### src/rtl/eitu_pkg.sv
`timescale 1ns/1ps
// Shared definitions for the external interrupt trigger unit: mode codes,
// register word indices and field geometry.
package eitu_pkg;

    localparam int MODE_W   = 3;   // stored bits per input
    localparam int NIBBLE_W = 4;   // bits per input in the mode word
    localparam int REG_AW   = 4;   // byte address width of the register bus
    localparam int REG_DW   = 32;  // register data width

    // Trigger mode codes; 4 and 7 are reserved and act as "off".
    typedef enum logic [MODE_W-1:0] {
        TRIG_OFF   = 3'd0,
        TRIG_RISE  = 3'd1,
        TRIG_FALL  = 3'd2,
        TRIG_BOTH  = 3'd3,
        TRIG_RSV4  = 3'd4,
        TRIG_HIGH  = 3'd5,
        TRIG_LOW   = 3'd6,
        TRIG_RSV7  = 3'd7
    } trig_mode_e;

    // Word indices (byte address bits [3:2]).
    localparam logic [1:0] WIDX_MODE = 2'd0;
    localparam logic [1:0] WIDX_AUX  = 2'd1;
    localparam logic [1:0] WIDX_PEND = 2'd2;
    localparam logic [1:0] WIDX_EN   = 2'd3;

    // True for the three edge-detecting modes.
    function automatic logic mode_is_edge(input logic [MODE_W-1:0] m);
        return (m == TRIG_RISE) || (m == TRIG_FALL) || (m == TRIG_BOTH);
    endfunction

    // True for the two level-following modes.
    function automatic logic mode_is_level(input logic [MODE_W-1:0] m);
        return (m == TRIG_HIGH) || (m == TRIG_LOW);
    endfunction

endpackage

### src/rtl/eitu_sync.sv
`timescale 1ns/1ps
// Multi-stage synchroniser for a vector of asynchronous inputs.
// Assumes each bit is an independent level signal; no bus coherency is kept.
// All stages reset to RESET_VAL so that idle pins cause no event after reset.
module eitu_sync #(
    parameter int   WIDTH     = 6,
    parameter int   STAGES    = 2,
    parameter logic RESET_VAL = 1'b1
) (
    input  logic             clk,
    input  logic             rst_n,
    input  logic [WIDTH-1:0] async_in,
    output logic [WIDTH-1:0] sync_out
);

    logic [STAGES-1:0][WIDTH-1:0] chain_q;

    // Shift the raw input through the flop chain.
    always_ff @(posedge clk) begin
        if (!rst_n) begin
            chain_q <= {STAGES{{WIDTH{RESET_VAL}}}};
        end else begin
            chain_q[0] <= async_in;
            for (int s = 1; s < STAGES; s++) begin
                chain_q[s] <= chain_q[s-1];
            end
        end
    end

    assign sync_out = chain_q[STAGES-1];

endmodule

### src/rtl/eitu_cell.sv
`timescale 1ns/1ps
// One trigger cell: turns a synchronised pin level into a pending bit.
// Edge modes compare with the previous synchronised level and make the bit
// sticky until a write-one clear; an event beats a clear in the same cycle.
// Level modes load the (optionally inverted) level every cycle.
// Off and reserved codes create no events; the bit holds and may be cleared.
module eitu_cell
    import eitu_pkg::*;
#(
    parameter logic RESET_LEVEL = 1'b1
) (
    input  logic              clk,
    input  logic              rst_n,
    input  logic              level,
    input  logic [MODE_W-1:0] mode,
    input  logic              clr,
    output logic              pend
);

    logic prev_q;
    logic pend_q;
    logic pend_d;
    logic rise_ev;
    logic fall_ev;

    assign rise_ev = level & ~prev_q;
    assign fall_ev = ~level & prev_q;

    // Remember the last synchronised level for edge detection.
    always_ff @(posedge clk) begin
        if (!rst_n) prev_q <= RESET_LEVEL;
        else        prev_q <= level;
    end

    // Next pending value by trigger mode.
    always_comb begin
        unique case (mode)
            TRIG_RISE: pend_d = rise_ev | (pend_q & ~clr);
            TRIG_FALL: pend_d = fall_ev | (pend_q & ~clr);
            TRIG_BOTH: pend_d = rise_ev | fall_ev | (pend_q & ~clr);
            TRIG_HIGH: pend_d = level;
            TRIG_LOW:  pend_d = ~level;
            default:   pend_d = pend_q & ~clr;
        endcase
    end

    // Pending state register.
    always_ff @(posedge clk) begin
        if (!rst_n) pend_q <= 1'b0;
        else        pend_q <= pend_d;
    end

    assign pend = pend_q;

endmodule

### src/rtl/eitu_regs.sv
`timescale 1ns/1ps
// Register file of the trigger unit: mode word, spare control word and
// enable bits, plus read multiplexing and the write-one clear strobe for
// the pending bits that live in the cells. Assumes word-aligned accesses;
// byte address bits [1:0] are ignored.
module eitu_regs
    import eitu_pkg::*;
#(
    parameter int NUM_INPUTS = 6
) (
    input  logic                             clk,
    input  logic                             rst_n,
    input  logic                             bus_en,
    input  logic                             bus_we,
    input  logic [REG_AW-1:0]                bus_addr,
    input  logic [REG_DW-1:0]                bus_wdata,
    output logic [REG_DW-1:0]                bus_rdata,
    input  logic [NUM_INPUTS-1:0]            pend,
    output logic [NUM_INPUTS-1:0][MODE_W-1:0] mode,
    output logic [NUM_INPUTS-1:0]            enable,
    output logic [NUM_INPUTS-1:0]            clr
);

    logic [1:0]                            widx;
    logic                                  wr_hit;
    logic [NUM_INPUTS-1:0][MODE_W-1:0]     mode_q;
    logic [NUM_INPUTS-1:0]                 aux_q;
    logic [NUM_INPUTS-1:0]                 en_q;

    assign widx   = bus_addr[3:2];
    assign wr_hit = bus_en & bus_we;

    // Mode word: keep the low three bits of each input's nibble.
    always_ff @(posedge clk) begin
        if (!rst_n) begin
            for (int i = 0; i < NUM_INPUTS; i++) mode_q[i] <= TRIG_LOW;
        end else if (wr_hit && widx == WIDX_MODE) begin
            for (int i = 0; i < NUM_INPUTS; i++)
                mode_q[i] <= bus_wdata[i*NIBBLE_W +: MODE_W];
        end
    end

    // Spare per-input control bits, stored only.
    always_ff @(posedge clk) begin
        if (!rst_n)                            aux_q <= '0;
        else if (wr_hit && widx == WIDX_AUX)   aux_q <= bus_wdata[NUM_INPUTS-1:0];
    end

    // Enable bits.
    always_ff @(posedge clk) begin
        if (!rst_n)                            en_q <= '0;
        else if (wr_hit && widx == WIDX_EN)    en_q <= bus_wdata[NUM_INPUTS-1:0];
    end

    // Write-one clear strobe toward the pending cells.
    assign clr = (wr_hit && widx == WIDX_PEND) ? bus_wdata[NUM_INPUTS-1:0]
                                               : '0;

    // Read multiplexer; unused bits read zero.
    always_comb begin
        bus_rdata = '0;
        unique case (widx)
            WIDX_MODE: for (int i = 0; i < NUM_INPUTS; i++)
                           bus_rdata[i*NIBBLE_W +: MODE_W] = mode_q[i];
            WIDX_AUX:  bus_rdata[NUM_INPUTS-1:0] = aux_q;
            WIDX_PEND: bus_rdata[NUM_INPUTS-1:0] = pend;
            default:   bus_rdata[NUM_INPUTS-1:0] = en_q;
        endcase
    end

    assign mode   = mode_q;
    assign enable = en_q;

endmodule

### src/rtl/ext_irq_trigger.sv
`timescale 1ns/1ps
// External interrupt trigger unit, top level.
// Synchronises the pins, runs one trigger cell per input and gates the
// pending bits with the enable bits into the request outputs.
// Assumes NUM_INPUTS nibbles fit the 32-bit mode word (at most 8).
module ext_irq_trigger
    import eitu_pkg::*;
#(
    parameter int NUM_INPUTS  = 6,
    parameter int SYNC_STAGES = 2
) (
    input  logic                  clk,
    input  logic                  rst_n,
    input  logic                  bus_en,
    input  logic                  bus_we,
    input  logic [REG_AW-1:0]     bus_addr,
    input  logic [REG_DW-1:0]     bus_wdata,
    output logic [REG_DW-1:0]     bus_rdata,
    input  logic [NUM_INPUTS-1:0] ext_pin,
    output logic [NUM_INPUTS-1:0] irq_req
);

    localparam logic IDLE_LEVEL = 1'b1;

    logic [NUM_INPUTS-1:0]             pin_sync;
    logic [NUM_INPUTS-1:0]             pend_w;
    logic [NUM_INPUTS-1:0]             en_w;
    logic [NUM_INPUTS-1:0]             clr_w;
    logic [NUM_INPUTS-1:0][MODE_W-1:0] mode_w;

    if (NUM_INPUTS * NIBBLE_W > REG_DW) begin : g_bad_cfg
        $error("NUM_INPUTS does not fit the mode word");
    end

    eitu_sync #(
        .WIDTH     (NUM_INPUTS),
        .STAGES    (SYNC_STAGES),
        .RESET_VAL (IDLE_LEVEL)
    ) u_sync (
        .clk      (clk),
        .rst_n    (rst_n),
        .async_in (ext_pin),
        .sync_out (pin_sync)
    );

    eitu_regs #(
        .NUM_INPUTS (NUM_INPUTS)
    ) u_regs (
        .clk       (clk),
        .rst_n     (rst_n),
        .bus_en    (bus_en),
        .bus_we    (bus_we),
        .bus_addr  (bus_addr),
        .bus_wdata (bus_wdata),
        .bus_rdata (bus_rdata),
        .pend      (pend_w),
        .mode      (mode_w),
        .enable    (en_w),
        .clr       (clr_w)
    );

    for (genvar i = 0; i < NUM_INPUTS; i++) begin : g_cell
        eitu_cell #(
            .RESET_LEVEL (IDLE_LEVEL)
        ) u_cell (
            .clk   (clk),
            .rst_n (rst_n),
            .level (pin_sync[i]),
            .mode  (mode_w[i]),
            .clr   (clr_w[i]),
            .pend  (pend_w[i])
        );
    end

    assign irq_req = pend_w & en_w;

endmodule

### config.mk
export PLATFORM = sky130hd
export DESIGN_NAME = ext_irq_trigger
export DESIGN_NICKNAME = d
export VERILOG_FILES = /design/src/rtl/eitu_pkg.sv /design/src/rtl/eitu_sync.sv /design/src/rtl/eitu_cell.sv /design/src/rtl/eitu_regs.sv /design/src/rtl/ext_irq_trigger.sv
export SDC_FILE = /design/constraint.sdc
export NUM_CORES = 1
export LEC_CHECK = 0
export BUFFER_PORTS_ARGS = -buffer_cell sky130_fd_sc_hd__buf_4
export CAP_MARGIN = 5
export CORE_ASPECT_RATIO = 0.7
export CORE_UTILIZATION = 55
export CTS_CLUSTER_DIAMETER = 50
export DETAILED_ROUTE_END_ITERATION = 8
export PLACE_DENSITY = 0.85
export SLEW_MARGIN = 20
export SYNTH_ARGS = -nofsm -noshare
export SYNTH_HDL_FRONTEND = slang
export SYNTH_SLANG_ARGS = --single-unit
### constraint.sdc
create_clock -name clk -period 1.85 [get_ports clk]
set_input_delay 0 -clock clk [delete_from_list [all_inputs] [get_ports clk]]
set_output_delay 0 -clock clk [all_outputs]
set_load 0.05 [all_outputs]
* Yosys cells after proc, flatten, opt, wreduce, memory -nomap -nowiden *
Cells that the tools add are included.

cells by class
  equality and inequality tests = 33
  multiplexer cells = 15
  bitwise gates (word level) = 62
  reduce and logical (&&, ||, !) cells = 5

operator list
  cell                count
  $eq 3x2->1 const B  12
  $eq 3x3->1 const B  12
  $pmux 1 s5          6
  $or 1x1->1          24
  $and 1x1->1         19
  $eq 3x1->1 const B  6
  $not 1->1           18
  $mux 3              4
  $pmux 3 s3          1
  $and 6x6->6         1
  $mux 6              1
  $pmux 2 s3          1
  $eq 2x2->1 const B  2
  $logic_and 1x1->1   4
  $pmux 1 s3          1
  $eq 2x1->1 const B  1
  $logic_not 2->1     1
  $mux 1              1

word-level totals
  register bits = 54
  output and inout port bits = 38
  logic and storage cells = 137

* Longest topological paths before layout *
Gate-level depths: netlist (run 1).

  depth after elaboration = 7
  depth in mapped cells = 5
  depth with buffers taken out = 5

* Cells and area by module *
From an unflattened synthesis (run 1), not the netlist that was laid out.

unflattened totals
  cells, all modules = 303
  area total of the unflattened synthesis = 2932.8 um2

modules (own cells, without submodules)
  module           instances  cells an instance  area each (um2)  seq. area each (um2)
  eitu_regs        1          170                1655.3           600.6
  eitu_cell        6          16                 142.6            40.0
  eitu_sync        1          31                 384.1            240.2
  ext_irq_trigger  1          6                  37.5             0.0

* Worst setup path before layout (run 1) *
No wires, ideal clock.

  path kind = register to output
  start point = reg u_regs.en_q[3] (netlist: u_regs.enable[3])
  end point = out bus_rdata[3]
  arrival time = 1470 ps
  required time = 1850 ps
  setup slack = 380 ps
  cell stages (with the launch flop) = 3
  buffers on the path = 0
  cell sequence = dfxtp_1 > mux2i_1 > o21ai_0

between the ends
  word-level cells in the longest chain between the ends = 1

RTL lines
  element                 line                   source
  from (decl)             eitu_regs.sv:28        logic [NUM_INPUTS-1:0] en_q;
  from (signal assigned)  eitu_regs.sv:52        else if (wr_hit && widx == WIDX_EN) en_q <= bus_wdata[NUM_INPUTS-1:0];
  $pmux 1 s3              eitu_regs.sv:62        unique case (widx)
  to (decl)               ext_irq_trigger.sv:18  output logic [REG_DW-1:0] bus_rdata,

No other way between the ends.

* Worst setup path after layout (run 1) *
  start point = reg u_regs.mode_q, in the netlist u_regs.mode[3]
  end point = out bus_rdata[4]

between the ends
  word-level cells in the longest chain between the ends = 1

RTL lines
  element                            line             source
  from (decl)                        eitu_regs.sv:26  logic [NUM_INPUTS-1:0][MODE_W-1:0] mode_q;
  from (signal, indexed assignment)  eitu_regs.sv:39  mode_q[i] <= bus_wdata[i*NIBBLE_W +: MODE_W];
  $pmux 2 s3                         eitu_regs.sv:62

No other way between the ends.

==> results of run 1 <==
## worst max-delay path: stages (launching register included)
cell,delay (ns)
sky130_fd_sc_hd__dfxtp_1,0.38
sky130_fd_sc_hd__mux4_1,0.54
sky130_fd_sc_hd__buf_4,0.21
## power breakdown
| part | internal, mW | total, mW | switching, mW |
|---|---|---|---|
| Sequential | 1.20 | 1.24 | 0.0363 |
| Clock | 0.577 | 0.973 | 0.396 |
| Combinational | 0.184 | 0.445 | 0.261 |
## Yosys cell counts (9+ instances only)
cell                        n
sky130_fd_sc_hd__nor2_1    13
sky130_fd_sc_hd__buf_4     14
sky130_fd_sc_hd__nand2b_1  18
sky130_fd_sc_hd__dfxtp_1   54
sky130_fd_sc_hd__o21ai_0   13
sky130_fd_sc_hd__o211ai_1   9
sky130_fd_sc_hd__inv_1     20
sky130_fd_sc_hd__and2_1    19
sky130_fd_sc_hd__ha_1      12
sky130_fd_sc_hd__nand3_1   10
sky130_fd_sc_hd__nand2_1   39
sky130_fd_sc_hd__mux2i_1   13
## final timing paths
check                           from                     to  slack, ns  cells past startpoint
max                   u_regs.mode[3]           bus_rdata[4]       0.40                      2
min                            rst_n      u_sync.chain_q[0]       0.15                      3
max reg2reg  g_cell[5].u_cell.prev_q  g_cell[5].u_cell.pend       0.48                      5
min reg2reg        u_sync.chain_q[1]     u_sync.sync_out[1]       0.41                      1
## per-stage QoR
| stage | util (%) | power, mW |
|---|---|---|
| after global routing | 76.5 | 2.76 |
| after floorplan | - | 1.56 |
| after global placement | 67.7 | 1.65 |
| final | 76.5 | 2.66 |
| after detailed placement | 67.7 | 1.67 |
| after CTS | 76.5 | 2.66 |
## final cells by class
type | instances | area (µm²)
Sequential cell | 54 | 1080
Inverter | 20 | 75.1
Tap cell | 55 | 68.8
Clock buffer | 6 | 82.6
Fill cell | 300 | 1050
Timing Repair Buffer | 83 | 686
Multi-Input combinational cell | 199 | 1370
Clock inverter | 2 | 60.1
## state kept, by name (all words and copies together), names as in the netlist
signal and cells:
u_regs.enable 6, u_sync.chain_q 6, u_regs.aux_q 6, g_cell.u_cell.prev_q 6
u_sync.sync_out 6, u_regs.mode 18, g_cell.u_cell.pend 6
## layer usage
metal / vias to the layer above / global-route usage, % / wire, µm
li1: 1110 / - / -
met4: 0 / 7.99 / 47
met5: - / 0 / 0
met3: 6 / 4.56 / 277
met1: 1073 / 31.1 / 2670
met2: 59 / 43.9 / 3040
## logic make-up after synthesis
group | share of synthesized area [%]
AND/OR/NAND/NOR | 22.3
AO/OA/AOI/OAI | 12.1
multiplexers | 9.87
buffers and inverters | 9.12
other | 0.142
flip-flops | 40.8
adder cells (fa/ha/maj) | 5.67
## cells in the final DEF, fill, tap and decap left out
cell                            count
sky130_fd_sc_hd__buf_4             58
sky130_fd_sc_hd__a221oi_1           6
sky130_fd_sc_hd__mux2i_1           13
sky130_fd_sc_hd__nand2b_1          18
sky130_fd_sc_hd__ha_1              12
sky130_fd_sc_hd__a21oi_1            6
sky130_fd_sc_hd__inv_1             20
sky130_fd_sc_hd__nand4b_1           1
sky130_fd_sc_hd__dlygate4sd3_1     25
sky130_fd_sc_hd__nor2_1            13
sky130_fd_sc_hd__conb_1            13
sky130_fd_sc_hd__and2_1            19
sky130_fd_sc_hd__dfxtp_1           54
sky130_fd_sc_hd__nand3_1           10
sky130_fd_sc_hd__clkbuf_8           6
sky130_fd_sc_hd__o22a_1             6
sky130_fd_sc_hd__o221ai_1           6
sky130_fd_sc_hd__nand4b_2           1
sky130_fd_sc_hd__o21ai_0           13
sky130_fd_sc_hd__o211ai_1           9
sky130_fd_sc_hd__nand2_1           39
sky130_fd_sc_hd__bufinv_16          2
sky130_fd_sc_hd__nand4bb_2          1
sky130_fd_sc_hd__and4bb_4           1
sky130_fd_sc_hd__mux4_1             5
sky130_fd_sc_hd__nand3b_1           6
sky130_fd_sc_hd__nand4_2            1
## repair_timing
item                                   CTS  global route
resized for setup                        0             0
setup buffers                            0             0
setup endpoints to repair                0             0
endpoints found under the hold margin   34             0
hold buffers                            25             0
==> results.txt, run 1 <==
----------------------------------------------------
[Synth]
  Number of warnings reported in the yosys synthesis log ... 0
  Commonest register cell after synthesis ... sky130_fd_sc_hd__dfxtp_1
  Share of the synthesized area in the top cell type ... between 40 and 50%
  Post-Synthesis Cells ... 285
  Count of distinct cell types in the synthesized netlist ... 29
  Synth Cell Area ... 2650 µm²
  Number of synthesized register bits ... 54
  Average size of a mapped cell ... 9.29 µm²
  Number of flops mapped to enable cells by yosys ... 0
  Area contributors post-synth ... sky130_fd_sc_hd__dfxtp_1 41%, sky130_fd_sc_hd__ha_1 5.7%, sky130_fd_sc_hd__nand2_1 5.5%
  Async set-or-reset flop fraction in the synthesized netlist ... 0%
  Post-synthesis cell type with the largest combined area ... sky130_fd_sc_hd__dfxtp_1
  Share of synthesized area occupied by flip-flops and latches ... 40.8%

[Clock tree]
  Root Driver ... sky130_fd_sc_hd__clkbuf_8
  Maximum number of buffers from clock root to sink ... 2
  CTS clock-pin slew for the worst setup and hold paths ... 0.10 ns
  # H-tree levels ... 2
  Number of buffers created by CTS ... 5
  Latest clock arrival within the worst-skew pair ... around 0.32 ns
  Sinks on Clock Net ... between 50 and 60
  CTS tree ... yes

[Timing]
  Maximum operating frequency ... 689 MHz
  Number of pins exceeding their max-slew limit in the final report ... 0
  Shortest period the worst path allows ... roughly 1.5 ns
  Worst-Margin Slew ... 0.783 ns
  Number of hold violations in the final report ... 0
  Worst Skew ... 0.0105 ns
  Unrepaired setup endpoints after global routing ... false
  Headroom to the max-slew limit ... ~48%
  Post-route setup TNS ... 0 ns
  Share of the cycle needed by the critical path after routing ... 78.4%
  Final setup slack of the worst path ... ~0.4 ns
  Post-route worst hold slack ... between 0.15 and 0.2 ns
  Final setup violation count ... 0

[Power]
  Power density over cell area ... between 700 and 800 nW/µm²
  Worst IR Drop VDD ... about 0.63 mV
  Leakage dissipation ... 1.70 nW

[Outcome]
  Outcome ... finished with violations
  Failing checks ... design-rule violations

[Final layout]
  Layout overhead on the synthesized area ... 29.3%
  Count of non-filler cells in the finished layout ... 419
  Diode count ... 0
  Final net count ... 421
  Share of cells above drive strength 1 ... 19.2%
  Final cell area excluding filler cells ... between 3000 and 4000 µm²

[Placed design]
  Worst-case setup slack after placement ... 0.544 ns
  Number of placed cells counting well taps ... around 390
  Gp weighted congestion ... about 0.84
  Detail Placement HPWL ... 3890 µm
  Area of placed instances ... 3030 µm²
  Number of buffer cells added on primary ports ... 55

[Floorplan]
  Die area ... 5100 µm²
  Die X-Extent ... 84.9 µm
  Area of the core region ... 4480 µm²
  Number of ports placed on the die boundary ... 84
  Starting density of the core ... between 50 and 60%
  Die Y-Extent ... 60.1 µm
  Count of standard-cell rows ... 20

[Global route]
  Initial antenna violation count ... 0
  GRT overflow ... 0
  Maximum number of pins on one net before global-route repair ... 31
  Number of global-route vias before repair ... 2033
  Wire length of the first global-routing pass ... 9510 µm
  GRT Resource Usage Total ... 24.7%

[Min path]
  Worst hold path class ... primary input to register

[Drt]
  Total via count after detailed routing ... 2248
  Number of search-and-repair iterations in the first detailed-routing pass ... 6
  Vias per inst ... 5.37
  Violation count after the first detailed-routing iteration ... 107
  Routed Antenna Nets ... 0
  WL final ... between 6000 and 7000 µm
  Remaining DRCs ... 6
  Routed length per placed instance ... about 14 µm

[Setup path]
  Capturing element type of the critical path ... output port
  Element type at the critical path start ... register
  Critical path arrival ... 1.45 ns
  Data required, critical path ... 1.85 ns
  Crit path kind ... register to output port
  Worst-path fanout max ... 7

[Run]
  MaxCap Viol Count ... 0

----------------------------------------------------
Note: power is estimated with default switching activity, not from simulation.
==> run 2, diff against run 1 <==
--- a/config.mk
+++ b/config.mk
@@ -8,10 +8,10 @@
 export BUFFER_PORTS_ARGS = -buffer_cell sky130_fd_sc_hd__buf_4
 export CAP_MARGIN = 5
 export CORE_ASPECT_RATIO = 0.7
-export CORE_UTILIZATION = 55
+export CORE_UTILIZATION = 51
 export CTS_CLUSTER_DIAMETER = 50
 export DETAILED_ROUTE_END_ITERATION = 8
-export PLACE_DENSITY = 0.85
+export PLACE_DENSITY = 0.8
 export SLEW_MARGIN = 20
 export SYNTH_ARGS = -nofsm -noshare
 export SYNTH_HDL_FRONTEND = slang
==> constraint.sdc (replaced) <==
create_clock -name clk -period 1.4 [get_ports clk]
set_input_delay 0 -clock clk [delete_from_list [all_inputs] [get_ports clk]]
set_output_delay 0 -clock clk [all_outputs]
set_load 0.05 [all_outputs]
==> run 2 against run 1 <==
The flow now finishes without violations. Register-to-register slack worse by 0.43 ns. Global-route usage shrank 2.8 points. Via count down 0.98%. Worst hold slack got worse by 0.0033 ns. Non-clock buffer count is 1 higher. Combinational power increased by 37%. Utilization is 5.2 points lower. Setup slack lost 0.36 ns. Total power up 19%. Critical path depth is the same. Critical path type unchanged. Largest cell class unchanged.
==> results.txt, run 2 (synthesis gave the netlist of run 1 again) <==
----------------------------------------------------
[Timing]
  Shortest period the worst path allows ... 1.36 ns
  Post-route worst hold slack ... 0.151 ns
  Number of pins exceeding their max-slew limit in the final report ... 0
  Number of hold violations in the final report ... 0
  Share of the cycle needed by the critical path after routing ... 97.0%
  Maximum operating frequency ... 737 MHz
  Unrepaired setup endpoints after global routing ... true
  Final setup violation count ... 0
  Worst Skew ... 0.00852 ns

[Placed design]
  Gp weighted congestion ... approximately 0.77
  Number of buffer cells added on primary ports ... 55
  Detail Placement HPWL ... 3890 µm
  Number of placed cells counting well taps ... about 400

[Floorplan]
  Die X-Extent ... 88.1 µm
  Area of the core region ... 4890 µm²
  Number of ports placed on the die boundary ... 84
  Die area ... between 5000 and 6000 µm²
  Starting density of the core ... 54.2%
  Count of standard-cell rows ... 21
  Die Y-Extent ... approximately 62 µm

[Clock tree]
  CTS tree ... yes
  Maximum number of buffers from clock root to sink ... 2
  Number of buffers created by CTS ... 5
  Post-CTS Repair Setup Buffers ... 0
  Sinks on Clock Net ... 54
  CTS clock-pin slew for the worst setup and hold paths ... 0.10 ns
  # H-tree levels ... 2
  Root Driver ... sky130_fd_sc_hd__clkbuf_8
  Latest clock arrival within the worst-skew pair ... 0.31 ns

[Global route]
  Initial antenna violation count ... 0
  Number of global-route vias before repair ... 2069
  Maximum number of pins on one net before global-route repair ... 31
  Wire length of the first global-routing pass ... between 9000 and 10000 µm
  GRT overflow ... 0
  GRT Resource Usage Total ... 21.9%

[Setup path]
  Worst Reg2Reg Path Length in Cells ... 4
  Source of the worst register-to-register timing path ... u_sync.sync_out[0]
  Element type at the critical path start ... register
  Capturing element type of the critical path ... output port
  Ordered cell list for the critical path ... mux4_1, buf_6
  Destination of the worst register-to-register timing path ... g_cell[0].u_cell.pend
  Cell at the slowest stage of the critical path ... sky130_fd_sc_hd__mux4_1
  Worst-path fanout max ... 7
  Data required, critical path ... ~1.4 ns
  Critical path arrival ... 1.36 ns
  Crit path kind ... register to output port
  Highest cell delay on the worst timing path ... 0.51 ns
  Setup slack of the most critical reg-to-reg path ... 0.05 ns

[Final layout]
  Diode count ... 0
  Area taken by multi-input logic gates ... 1420 µm²
  Layout fillers ... 363
  Layout overhead on the synthesized area ... 31.5%
  Count of non-filler cells in the finished layout ... 434
  Area of all sequential standard cells ... 1100 µm²
  Most common cell after layout, fill and taps aside ... sky130_fd_sc_hd__buf_4
  Final net count ... around 420
  Share of cells above drive strength 1 ... 25.5%
  Most frequent cells in the layout ... 54 x sky130_fd_sc_hd__buf_4, 44 x sky130_fd_sc_hd__dfxtp_1, 39 x sky130_fd_sc_hd__nand2_1
  Flip-flop count of the largest register after layout ... 18

[Drt]
  Violation count after the first detailed-routing iteration ... roughly 130
  Number of search-and-repair iterations in the first detailed-routing pass ... 5
  Routed length on met2 ... 2880 µm
  Routed Antenna Nets ... 0
  Uppermost routed layer ... met4
  Total via count after detailed routing ... 2226
  Detailed-routed wire length on met3 ... 328 µm
  WL final ... 5960 µm
  Vias per inst ... 5.13
  Wire length on met1 ... 2640 µm
  Routed length per placed instance ... roughly 14 µm
  Remaining DRCs ... 0

[Outcome]
  Outcome ... completed

[Min path]
  Hold path startpoint ... rst_n
  Worst hold path class ... primary input to register
  Depth of the worst hold-timing path ... 3
  Worst Hold End ... g_cell[3].u_cell.prev_q

[Power]
  Power density over cell area ... 906 nW/µm²
  Worst IR Drop VDD ... 0.697 mV
  Leakage dissipation ... 1.67 nW

[Run]
  MaxCap Viol Count ... 0

----------------------------------------------------
## run 2: changes by cell type in the layout (fill, tap and decap cells not counted), sizes merged
cell and change:
buf +1, bufinv -2, clkbuf -1, clkinv +1, clkinvlp +1, inv +1
## run 2: worst max-delay path by stage
stage | start | to | slack [ns]
floorplan | g_cell[0].u_cell.prev_q | g_cell[0].u_cell.pend | 0.21
global placement | g_cell[5].u_cell.prev_q | g_cell[5].u_cell.pend | 0.14
detailed placement | g_cell[0].u_cell.prev_q | g_cell[0].u_cell.pend | 0.04
CTS | u_regs.mode[1] | bus_rdata[1] | 0.004
global route | u_sync.sync_out[3] | g_cell[3].u_cell.pend | -0.04
finish | u_regs.mode[0] | bus_rdata[0] | 0.04
## run 2: routing by layer
layer / GRT usage [%] / vias to the layer above
li1: - / 1108
met1: 28.4 / 1033
met2: 36.0 / 74
met3: 4.52 / 11
met4: 7.86 / 0
met5: 0 / -
## run 2: report_power, final
part / switching [mW] / total, mW / internal, mW
Combinational: 0.350 / 0.608 / 0.259
Sequential: 0.0543 / 1.65 / 1.59
Clock: 0.538 / 0.900 / 0.362
## run 2: timing repair
action | in CTS | in global routing
setup endpoints to repair | 5 | 10
endpoints found under the hold margin | 35 | 0
gates resized for setup | 5 | 24
hold buffers | 25 | 0
pin swaps | 0 | 6
## run 2: final cells by class
cell class	instances	share of cell area (%)
clock buffers	5	1.98
repair buffers	84	20.4
flip-flops and latches	54	31.5
clock inverters	3	0.719
well taps	69	2.48
inverters	20	2.16
multi-input cells	199	40.7
## run 2: per-stage QoR
stage	power (mW)	setup WS (ns)	setup TNS [ns]	cell area (µm²)	utilization [%]
3_3_place_gp	2.19	0.144	0	3060	62.5
3_5_place_dp	2.20	0.0382	0	3060	62.5
4_1_cts	3.14	0.00395	0	3410	69.7
2_1_floorplan	2.06	0.207	0	2690	-
5_1_grt	3.30	-0.0407	-0.0793	3480	71.2
6_report	3.15	0.0424	0	3480	71.2
## run 2: worst max-delay path: cells and delay by family (launching register included)
kind | cells | cell delay, ns
multiplexers | 1 | 0.51
flip-flops | 1 | 0.36
buffers and inverters | 1 | 0.17
